### src/rtl/clkcfg_pkg.sv
package clkcfg_pkg;
  localparam int ADDR_W = 3;
  localparam int DATA_W = 32;
  localparam int CFG_W  = 14;

  localparam logic [ADDR_W-1:0] A_CMD = 3'd0;
  localparam logic [ADDR_W-1:0] A_CFG = 3'd1;
  localparam logic [ADDR_W-1:0] A_M   = 3'd2;
  localparam logic [ADDR_W-1:0] A_N   = 3'd3;
  localparam logic [ADDR_W-1:0] A_D   = 3'd4;

  localparam int SRC_LSB  = 8;
  localparam int SRC_W    = 3;
  localparam int MODE_LSB = 12;
  localparam int MODE_W   = 2;
  localparam logic [MODE_W-1:0] MODE_DUAL = 2'd2;

  // change-flag index inside the 4-bit flag vector (command bits 4..7)
  localparam int CHG_CFG = 0;
  localparam int CHG_N   = 1;
  localparam int CHG_M   = 2;
  localparam int CHG_D   = 3;

  localparam int CMD_UPD_BIT   = 0;
  localparam int CMD_FORCE_BIT = 1;

  // keep only the legal configuration bits
  function automatic logic [CFG_W-1:0] cfg_legal(input logic [DATA_W-1:0] w, input int div_w);
    logic [CFG_W-1:0] r;
    r = '0;
    for (int i = 0; i < CFG_W; i++) begin
      if (i < div_w || (i >= SRC_LSB && i < SRC_LSB + SRC_W) ||
          (i >= MODE_LSB && i < MODE_LSB + MODE_W))
        r[i] = w[i];
    end
    return r;
  endfunction

  function automatic logic [DATA_W-1:0] cmd_word(input logic off, input logic [3:0] chg,
                                                 input logic force_on, input logic pend);
    logic [DATA_W-1:0] r;
    r = '0;
    r[31]  = off;
    r[7:4] = chg;
    r[CMD_FORCE_BIT] = force_on;
    r[CMD_UPD_BIT]   = pend;
    return r;
  endfunction
endpackage

### src/rtl/clkcfg_commit.sv
module clkcfg_commit #(
  parameter int MAX_WAIT = 16
) (
  input  logic clk,
  input  logic rst_n,
  input  logic upd_req,
  input  logic div_boundary,
  input  logic root_off,
  output logic pending,
  output logic commit
);
  localparam int CW = $clog2(MAX_WAIT + 1);

  logic          pend_q;
  logic [CW-1:0] wait_q;
  logic          timeout;

  assign timeout = (wait_q == CW'(MAX_WAIT - 1));
  assign commit  = pend_q && (div_boundary || root_off || timeout);
  assign pending = pend_q;

  always_ff @(posedge clk) begin
    if (!rst_n) begin
      pend_q <= 1'b0;
      wait_q <= '0;
    end else begin
      pend_q <= upd_req || (pend_q && !commit);
      wait_q <= (pend_q && !commit) ? wait_q + 1'b1 : '0;
    end
  end

  assert_req_sets_R2: assert property (@(posedge clk) disable iff (!rst_n)
    upd_req |=> pend_q);
  assert_hold_no_event_R3: assert property (@(posedge clk) disable iff (!rst_n)
    (pend_q && !div_boundary && !root_off && !timeout) |=> pend_q);
  assert_off_commit_R4: assert property (@(posedge clk) disable iff (!rst_n)
    (pend_q && root_off && !upd_req) |=> !pend_q);
  assert_wait_bound_R5: assert property (@(posedge clk) disable iff (!rst_n)
    pend_q |-> (wait_q < CW'(MAX_WAIT)));
endmodule

### src/rtl/clkcfg_shadow.sv
module clkcfg_shadow
  import clkcfg_pkg::*;
#(
  parameter int DIV_W = 5,
  parameter int MND_W = 8
) (
  input  logic              clk,
  input  logic              rst_n,
  input  logic              wr_en,
  input  logic [ADDR_W-1:0] addr,
  input  logic [DATA_W-1:0] wdata,
  input  logic              commit,
  input  logic [CFG_W-1:0]  act_cfg,
  input  logic [MND_W-1:0]  act_m,
  input  logic [MND_W-1:0]  act_n,
  input  logic [MND_W-1:0]  act_d,
  output logic [CFG_W-1:0]  sh_cfg,
  output logic [MND_W-1:0]  sh_m,
  output logic [MND_W-1:0]  sh_n,
  output logic [MND_W-1:0]  sh_d,
  output logic [3:0]        chg
);
  wire [3:0] chg_set;
  logic [3:0] chg_q;

  logic             cfg_hit;
  logic [CFG_W-1:0] cfg_wv;
  logic [CFG_W-1:0] cfg_nact;
  logic [CFG_W-1:0] cfg_q;

  assign cfg_hit  = wr_en && (addr == A_CFG);
  assign cfg_wv   = cfg_legal(wdata, DIV_W);
  assign cfg_nact = commit ? cfg_q : act_cfg;
  assign chg_set[CHG_CFG] = cfg_hit && (cfg_wv != cfg_nact);

  always_ff @(posedge clk) begin
    if (!rst_n)       cfg_q <= '0;
    else if (cfg_hit) cfg_q <= cfg_wv;
  end

  for (genvar g = 0; g < 3; g++) begin : g_mnd
    localparam logic [ADDR_W-1:0] RADDR = A_M + ADDR_W'(g);
    localparam int CI = (g == 0) ? CHG_M : (g == 1) ? CHG_N : CHG_D;
    logic             hit;
    logic [MND_W-1:0] wv;
    logic [MND_W-1:0] act_v;
    logic [MND_W-1:0] nact;
    logic [MND_W-1:0] q;
    assign hit   = wr_en && (addr == RADDR);
    assign wv    = wdata[MND_W-1:0];
    assign act_v = (g == 0) ? act_m : (g == 1) ? act_n : act_d;
    assign nact  = commit ? q : act_v;
    assign chg_set[CI] = hit && (wv != nact);
    always_ff @(posedge clk) begin
      if (!rst_n)   q <= '0;
      else if (hit) q <= wv;
    end
  end

  always_ff @(posedge clk) begin
    if (!rst_n) chg_q <= '0;
    else        chg_q <= (chg_q & ~{4{commit}}) | chg_set;
  end

  assign sh_cfg = cfg_q;
  assign sh_m   = g_mnd[0].q;
  assign sh_n   = g_mnd[1].q;
  assign sh_d   = g_mnd[2].q;
  assign chg    = chg_q;

  logic shadow_wr;
  assign shadow_wr = wr_en && (addr >= A_CFG) && (addr <= A_D);

  assert_chg_clear_R8: assert property (@(posedge clk) disable iff (!rst_n)
    (commit && !shadow_wr) |=> (chg_q == 4'd0));
  assert_chg_sticky_R8: assert property (@(posedge clk) disable iff (!rst_n)
    !commit |=> ((chg_q & $past(chg_q)) == $past(chg_q)));
endmodule

### src/rtl/clkcfg_active.sv
module clkcfg_active
  import clkcfg_pkg::*;
#(
  parameter int MND_W = 8
) (
  input  logic             clk,
  input  logic             rst_n,
  input  logic             commit,
  input  logic [CFG_W-1:0] sh_cfg,
  input  logic [MND_W-1:0] sh_m,
  input  logic [MND_W-1:0] sh_n,
  input  logic [MND_W-1:0] sh_d,
  output logic [CFG_W-1:0] act_cfg,
  output logic [MND_W-1:0] act_m,
  output logic [MND_W-1:0] act_n,
  output logic [MND_W-1:0] act_d
);
  always_ff @(posedge clk) begin
    if (!rst_n) begin
      act_cfg <= '0;
      act_m   <= '0;
      act_n   <= '0;
      act_d   <= '0;
    end else if (commit) begin
      act_cfg <= sh_cfg;
      act_m   <= sh_m;
      act_n   <= sh_n;
      act_d   <= sh_d;
    end
  end

  assert_hold_R6: assert property (@(posedge clk) disable iff (!rst_n)
    !commit |=> $stable({act_cfg, act_m, act_n, act_d}));
  assert_copy_R6: assert property (@(posedge clk) disable iff (!rst_n)
    commit |=> ({act_cfg, act_m, act_n, act_d} == $past({sh_cfg, sh_m, sh_n, sh_d})));
endmodule

### src/rtl/clkcfg_root.sv
module clkcfg_root
  import clkcfg_pkg::*;
#(
  parameter int DIV_W    = 5,
  parameter int MND_W    = 8,
  parameter int MAX_WAIT = 16
) (
  input  logic              clk,
  input  logic              rst_n,
  input  logic              bus_wr,
  input  logic [2:0]        bus_addr,
  input  logic [31:0]       bus_wdata,
  output logic [31:0]       bus_rdata,
  input  logic              root_req,
  input  logic              div_boundary,
  output logic              root_off,
  output logic [DIV_W-1:0]  act_prediv,
  output logic [2:0]        act_src,
  output logic [1:0]        act_mode,
  output logic [MND_W-1:0]  act_m,
  output logic [MND_W-1:0]  act_n,
  output logic [MND_W-1:0]  act_d,
  output logic              dual_edge
);
  logic             force_q;
  logic             cmd_wr;
  logic             upd_req;
  logic             pending;
  logic             commit;
  logic [3:0]       chg;
  logic [CFG_W-1:0] sh_cfg;
  logic [CFG_W-1:0] act_cfg;
  logic [MND_W-1:0] sh_m;
  logic [MND_W-1:0] sh_n;
  logic [MND_W-1:0] sh_d;

  assign cmd_wr   = bus_wr && (bus_addr == A_CMD);
  assign upd_req  = cmd_wr && bus_wdata[CMD_UPD_BIT];
  assign root_off = !(force_q || root_req);

  always_ff @(posedge clk) begin
    if (!rst_n)      force_q <= 1'b0;
    else if (cmd_wr) force_q <= bus_wdata[CMD_FORCE_BIT];
  end

  clkcfg_commit #(.MAX_WAIT(MAX_WAIT)) u_commit (
    .clk(clk), .rst_n(rst_n), .upd_req(upd_req), .div_boundary(div_boundary),
    .root_off(root_off), .pending(pending), .commit(commit)
  );

  clkcfg_shadow #(.DIV_W(DIV_W), .MND_W(MND_W)) u_shadow (
    .clk(clk), .rst_n(rst_n), .wr_en(bus_wr), .addr(bus_addr), .wdata(bus_wdata),
    .commit(commit), .act_cfg(act_cfg), .act_m(act_m), .act_n(act_n), .act_d(act_d),
    .sh_cfg(sh_cfg), .sh_m(sh_m), .sh_n(sh_n), .sh_d(sh_d), .chg(chg)
  );

  clkcfg_active #(.MND_W(MND_W)) u_active (
    .clk(clk), .rst_n(rst_n), .commit(commit), .sh_cfg(sh_cfg), .sh_m(sh_m),
    .sh_n(sh_n), .sh_d(sh_d), .act_cfg(act_cfg), .act_m(act_m), .act_n(act_n),
    .act_d(act_d)
  );

  assign act_prediv = act_cfg[DIV_W-1:0];
  assign act_src    = act_cfg[SRC_LSB +: SRC_W];
  assign act_mode   = act_cfg[MODE_LSB +: MODE_W];
  assign dual_edge  = (act_mode == MODE_DUAL);

  always_comb begin
    bus_rdata = '0;
    case (bus_addr)
      A_CMD:   bus_rdata = cmd_word(root_off, chg, force_q, pending);
      A_CFG:   bus_rdata = DATA_W'(sh_cfg);
      A_M:     bus_rdata = DATA_W'(sh_m);
      A_N:     bus_rdata = DATA_W'(sh_n);
      A_D:     bus_rdata = DATA_W'(sh_d);
      default: bus_rdata = '0;
    endcase
  end

  assert_force_R7: assert property (@(posedge clk) disable iff (!rst_n)
    cmd_wr |=> (root_off == !($past(bus_wdata[CMD_FORCE_BIT]) || root_req)));
  assert_flag_clear_R2: assert property (@(posedge clk) disable iff (!rst_n)
    (commit && !upd_req) |=> !pending);
endmodule

### config.mk
export PLATFORM = sky130hd
export DESIGN_NAME = clkcfg_root
export DESIGN_NICKNAME = d
export VERILOG_FILES = /design/src/rtl/clkcfg_pkg.sv /design/src/rtl/clkcfg_commit.sv /design/src/rtl/clkcfg_shadow.sv /design/src/rtl/clkcfg_active.sv /design/src/rtl/clkcfg_root.sv
export SDC_FILE = /design/constraint.sdc
export NUM_CORES = 1
export LEC_CHECK = 0
export ABC_AREA = 1
export BUFFER_PORTS_ARGS = -buffer_cell sky130_fd_sc_hd__clkbuf_2
export CORE_ASPECT_RATIO = 1.75
export CORE_MARGIN = 4
export CORE_UTILIZATION = 53
export CTS_CLUSTER_SIZE = 20
export DETAILED_ROUTE_END_ITERATION = 16
export PLACE_DENSITY = 0.83
export SYNTH_ARGS = -nofsm -noshare
export SYNTH_HDL_FRONTEND = slang
export SYNTH_HIERARCHICAL = 1
export SYNTH_SLANG_ARGS = --single-unit
### constraint.sdc
create_clock -name clk -period 5.3 [get_ports clk]
set_clock_uncertainty 0.1 [all_clocks]
set_input_delay 1.06 -clock clk [delete_from_list [all_inputs] [get_ports clk]]
set_output_delay 1.06 -clock clk [all_outputs]
set_load 0.05 [all_outputs]
Word level (Yosys, flattened, before mapping)
Cells that the tools add are included.

storage, ports and cells
  ROM bits = 0
  latch bits = 0
  memories kept = 0
  output and inout bits = 68
  register bits = 83
  RAM bits = 0
  bits of input ports = 40

cells by class
  mux-type cells = 5
  reductions and logical operators = 20
  shift-type cells = 0
  add/sub/neg operators = 1
  bitwise gates (word level) = 3
  divide/modulo/power cells = 0
  equality and inequality tests = 10
  $mul = 0
  order comparisons = 0

operators by type and width
  kind                   count
  $pmux W32 S5           1
  $mux W8                3
  $ne A8 B8 Y1           3
  $mux W14               1
  $ne A14 B14 Y1         1
  $logic_and A1 B1 Y1    12
  $eq A3 B2 Y1 const B   2
  $add A5 B1 Y5 const B  1
  $eq A5 B4 Y1 const B   1
  $and A4 B4 Y4          1
  $logic_or A1 B1 Y1     4
  $not A4 Y4             1
  $or A4 B4 Y4           1
  $eq A3 B1 Y1 const B   1
  $eq A3 B3 Y1 const B   1
  $logic_not A3 Y1       1
  $eq A2 B2 Y1 const B   1
  $logic_not A1 Y1       2
  $reduce_and A2 Y1      1

Depth between registers and ports, before layout
  depth in word-level cells = 9
  mapped depth = 18
  depth with buffers taken out = 17

Hierarchy
The synthesis kept the hierarchy.

by module, submodules not included
  module         times used  cells each  area an instance (µm²)  seq. area each (µm²)
  clkcfg_shadow  1           391         2412.3                  760.7
  clkcfg_active  1           240         1537.7                  760.7
  clkcfg_root    1           121         625.6                   20.0
  clkcfg_commit  1           30          254.0                   120.1

Least setup slack after synthesis
OpenSTA, ideal clock, no wires.

  kind = input-to-output
  start = input port bus_addr[0]
  end = output port bus_rdata[31]
  cell stages on the path = 4
  buffers on the path = 1
  slack = 1.680 ns
  data arrival time = 2.460 ns
  path through = buf_4 > nor2_4 > nand2_1 > nor3_1

between the ends
  word-level cells in the longest chain between the ends = 2
  elaborated cells between the ends (all ways) = 6
  those cells by class = eq/ne: 4; mux: 1; reduce/logical: 1

RTL lines
  item                                  line               source
  start: declaration                    clkcfg_root.sv:11  input logic [2:0] bus_addr,
  $eq A3 B3 Y1 (tied with other cells)  clkcfg_root.sv:70  case (bus_addr)
  $pmux W32 S5 (*)                      clkcfg_root.sv:70
  end: declaration                      clkcfg_root.sv:13  output logic [31:0] bus_rdata,

Every way passes the cells marked *; elsewhere a longest branch is shown, timed or not.

Worst setup path in the final report
  start = input port bus_addr[2]
  end = output port bus_rdata[1]

The elaborated chain is that of the path after synthesis.

==> impl_results.rst <==
.. list-table::
   :header-rows: 1

   * - Metric
     - Value
   * - Normalized max-slew margin
     - 0.173
   * - CTS buffer count
     - 9
   * - Number of global-route vias before repair
     - 4,433
   * - Adder-Cell Fraction of Synth Area
     - 0.00518
   * - Count of final max-slew check failures
     - 0
   * - Fill cell total of the finished layout
     - 861
   * - Buffers from clock root to sink, at most
     - 2
   * - Antenna violations before repair
     - 0
   * - Placement Rows
     - 45
   * - Share of cells above drive strength 1
     - 0.125
   * - Setup TNS
     - 0 ns
   * - First-pass GRT wire length
     - 20,200 um
   * - Final Non-Filler Cells
     - 951
   * - VDD IR max
     - 0.214 mV
   * - Result of the run
     - finished, final reports clean
   * - Share of synthesized registers carrying an async set or reset
     - 0
   * - Avg Cell Area, Syn
     - 6.18 um^2
   * - Synth top area share
     - 0.344
   * - Buffers inserted during post-CTS setup optimization
     - 0
   * - Total routed wirelength
     - 12,500 um
   * - Horiz. Die Dim
     - 80.2 um
   * - Inst Count DP
     - 935
   * - Diode count
     - 0
   * - Number of distinct library cells after synthesis
     - 31
   * - Sinks on the clock net
     - 83
   * - Count of endpoints failing hold in the final timing report
     - 0
   * - Post-synthesis share of cell area spent on and, or, nand and nor gates
     - 0.396
   * - Last weighted congestion value of the routability-driven placer
     - 0.881
   * - Min cycle time layout
     - 3.69 ns
   * - Netlist Area Pre-Place
     - 0.00483 mm^2
   * - Tightest Pin Transition
     - 1.24 ns
   * - Placed standard-cell area
     - 0.00505 mm^2
   * - Iteration count of the initial detailed-routing pass
     - 7
   * - Effective utilization at floorplan
     - 0.550
   * - Data required time of the critical path
     - 4.14 ns
   * - Total power divided by cell area
     - 287 mW/mm^2
   * - Core Footprint
     - 0.00878 mm^2
   * - Number of nets with antenna violations after routing
     - 0
   * - Die outline area
     - 0.0108 mm^2
   * - Cell types occupying the most area after synthesis
     - dfxtp_1 34%, nand2_1 21%, nor2_1 9.0%, inv_1 6.3%, nand3_1 4.8%
   * - Leak Pwr
     - 2.56 nW
   * - Area of all sequential standard cells
     - 0.00166 mm^2
   * - Max stage delay on crit path
     - 0.30 ns
   * - Number of endpoints failing setup at the final stage
     - 0
   * - Hold buffer count at CTS
     - 0
   * - Number of synthesized register bits
     - 83
   * - Count of flip-flops with a built-in enable after synthesis
     - 0
   * - Crit-path most repeated cell
     - nand2_1
   * - Critical Path Source Type
     - primary input
   * - Number of DRC markers after the initial detailed-route iteration
     - 340
   * - Buffers plus inverters on the worst setup path
     - 4
   * - Drt wl/cell
     - 13.2 um
   * - Total non-filler cell area in the finished layout
     - 0.00539 mm^2
   * - Post-cts gate resize count
     - 0
   * - Synthesis warning total
     - 6
   * - Buffer type at the clock tree root
     - clkbuf_16
   * - Highest net fanout along the worst path
     - 16
   * - Io pins
     - 108
   * - Vias after detailed routing
     - 4,857
   * - Top-count cell post-synth
     - nand2_1
   * - Multi-input gate area
     - 0.00253 mm^2
   * - Worst Hold Class
     - reg -> reg
   * - Clock insertion delay at the later pin of the skew report
     - 0.34 ns
   * - Critical path data arrival time
     - 2.53 ns
   * - Crit end category
     - output pin
   * - Die boundary height
     - 134 um
   * - Fraction of the cycle the final worst path needs
     - 0.696
   * - Setup CP Type
     - in -> out
   * - Cells along the critical path
     - clkbuf_2 > inv_2 > nand2_1 > nor2_4 > nand2_1 > nand2_1 > inv_1 > nand2_1 > clkbuf_2
   * - Family with the most delay on the worst path
     - buffers and inverters
   * - Half-perimeter wire length after placement
     - 8560 um
   * - Maximum achievable frequency
     - 0.271 GHz
   * - Largest family of logic cells by synthesized area
     - simple AND/OR/NAND/NOR gates
   * - Total global routing track utilization
     - 0.238
   * - Via/cell ratio
     - 5.11
   * - Max_cap viols
     - 0
   * - Compound-gate portion of the synthesized area
     - 0.0881
   * - CTS clk-pin slew, worst paths
     - 0.06 ns
   * - Port bufs
     - 70
   * - Total number of nets in the final design
     - 871
   * - Final-layout worst hold slack
     - 0.368 ns
   * - Grt ovf
     - 0
   * - Final routed DRC violation total
     - 0
   * - H-tree depth reported by CTS
     - 3
   * - Maximum number of pins on one net before global-route repair
     - 122
   * - Overall Power
     - 0.00155 W
   * - Slowest library cell on the worst path
     - inv_2
   * - Post-synthesis sequential area ratio
     - 0.344
   * - Flip-flop cell with the highest count after synthesis
     - dfxtp_1
   * - Unrepaired setup endpoints after global routing
     - false
   * - Fraction of synthesized cell area in xor and xnor cells
     - 0.0163
   * - Most numerous cell types in the synthesized netlist
     - 272 x nand2_1, 116 x nor2_1, 83 x dfxtp_1
   * - CTS tree
     - built
   * - Proportion of synthesized area in mux cells
     - 0
   * - Layout overhead on the synthesized area
     - 11.7%
   * - Cells after Synth
     - 782
   * - Cell type with the largest total area after synthesis
     - dfxtp_1
-- layout make-up --
cell class | instances | share of cell area
Clock buffer | 11 | 0.0450
Sequential cell | 83 | 0.308
Multi-Input combinational cell | 576 | 0.470
Timing Repair Buffer | 72 | 0.0701
Tap cell | 117 | 0.0271
Inverter | 87 | 0.0615
Clock inverter | 5 | 0.0186
-- cell families (layout without fill, tap and decap cells) --
logic type      Yosys count  in the layout
flops                    83             83
compound gates           81             81
xor+xnor                  9              9
fa+ha+maj                 2              2
buf+inv                 142            175
simple gates            463            463
other cells               2             21
-- final timing paths --
check,startpoint,end,slack [ns],depth (start not counted)
setup reg to reg,u_commit/wait_q[0]$_SDFF_PN0_,u_shadow/chg[3]$_SDFF_PN0_,2.55,16
hold reg to reg,u_commit/wait_q[0]$_SDFF_PN0_,u_commit/wait_q[0]$_SDFF_PN0_,0.37,1
hold / removal,u_commit/wait_q[0]$_SDFF_PN0_,u_commit/wait_q[0]$_SDFF_PN0_,0.37,1
setup / recovery,bus_addr[2],bus_rdata[1],1.61,9
-- metrics by stage --
stage	setup WS (ns)	util
2_1_floorplan	1.68	-
3_3_place_gp	1.65	0.575
3_5_place_dp	1.64	0.575
4_1_cts	1.63	0.614
5_1_grt	1.48	0.614
6_report	1.61	0.614
-- power by group --
| part | internal (W) | switching [W] |
|---|---|---|
| logic | 0.0000416 | 0.000136 |
| clock network | 0.000472 | 0.000249 |
| registers | 0.000638 | 0.0000141 |
-- flip-flops by register name, indices dropped and copies added, names as in the netlist --
name              count
u_shadow/sh_d         8
u_active/act_m        8
u_shadow/sh_n         8
u_active/act_cfg     14
u_shadow/sh_cfg      10
force_q               1
u_commit/wait_q       5
u_active/act_d        8
u_active/act_n        8
u_shadow/sh_m         8
u_shadow/chg          4
u_commit/pending      1
-- placed cells by master, fill, tap and decap left out, types with 2 or more instances in the layout --
cell and count:
nand4_1 15, inv_1 81, o21ai_0 38, nor2_1 116, clkinv_1 3, a21oi_2 2
nand3b_1 2, nand3_1 46, inv_2 2, nand2_2 3, conb_1 21, dfxtp_1 83
clkinv_2 2, clkbuf_16 9, xor2_1 8, bufinv_16 3, o211ai_1 4, clkbuf_2 70
nor2_2 2, nor2_4 3, ha_1 2, a21oi_1 36, nand2_1 272
-- routing by layer --
| layer | vias to the layer above | wire length [um] | GRT usage |
|---|---|---|---|
| met1 | 2162 | 4830 | 0.253 |
| met5 | - | 0 | 0 |
| met4 | 0 | 809 | 0.177 |
| met2 | 162 | 6250 | 0.412 |
| li1 | 2479 | - | - |
| met3 | 54 | 622 | 0.0356 |
(Power assumes the default switching activity.)
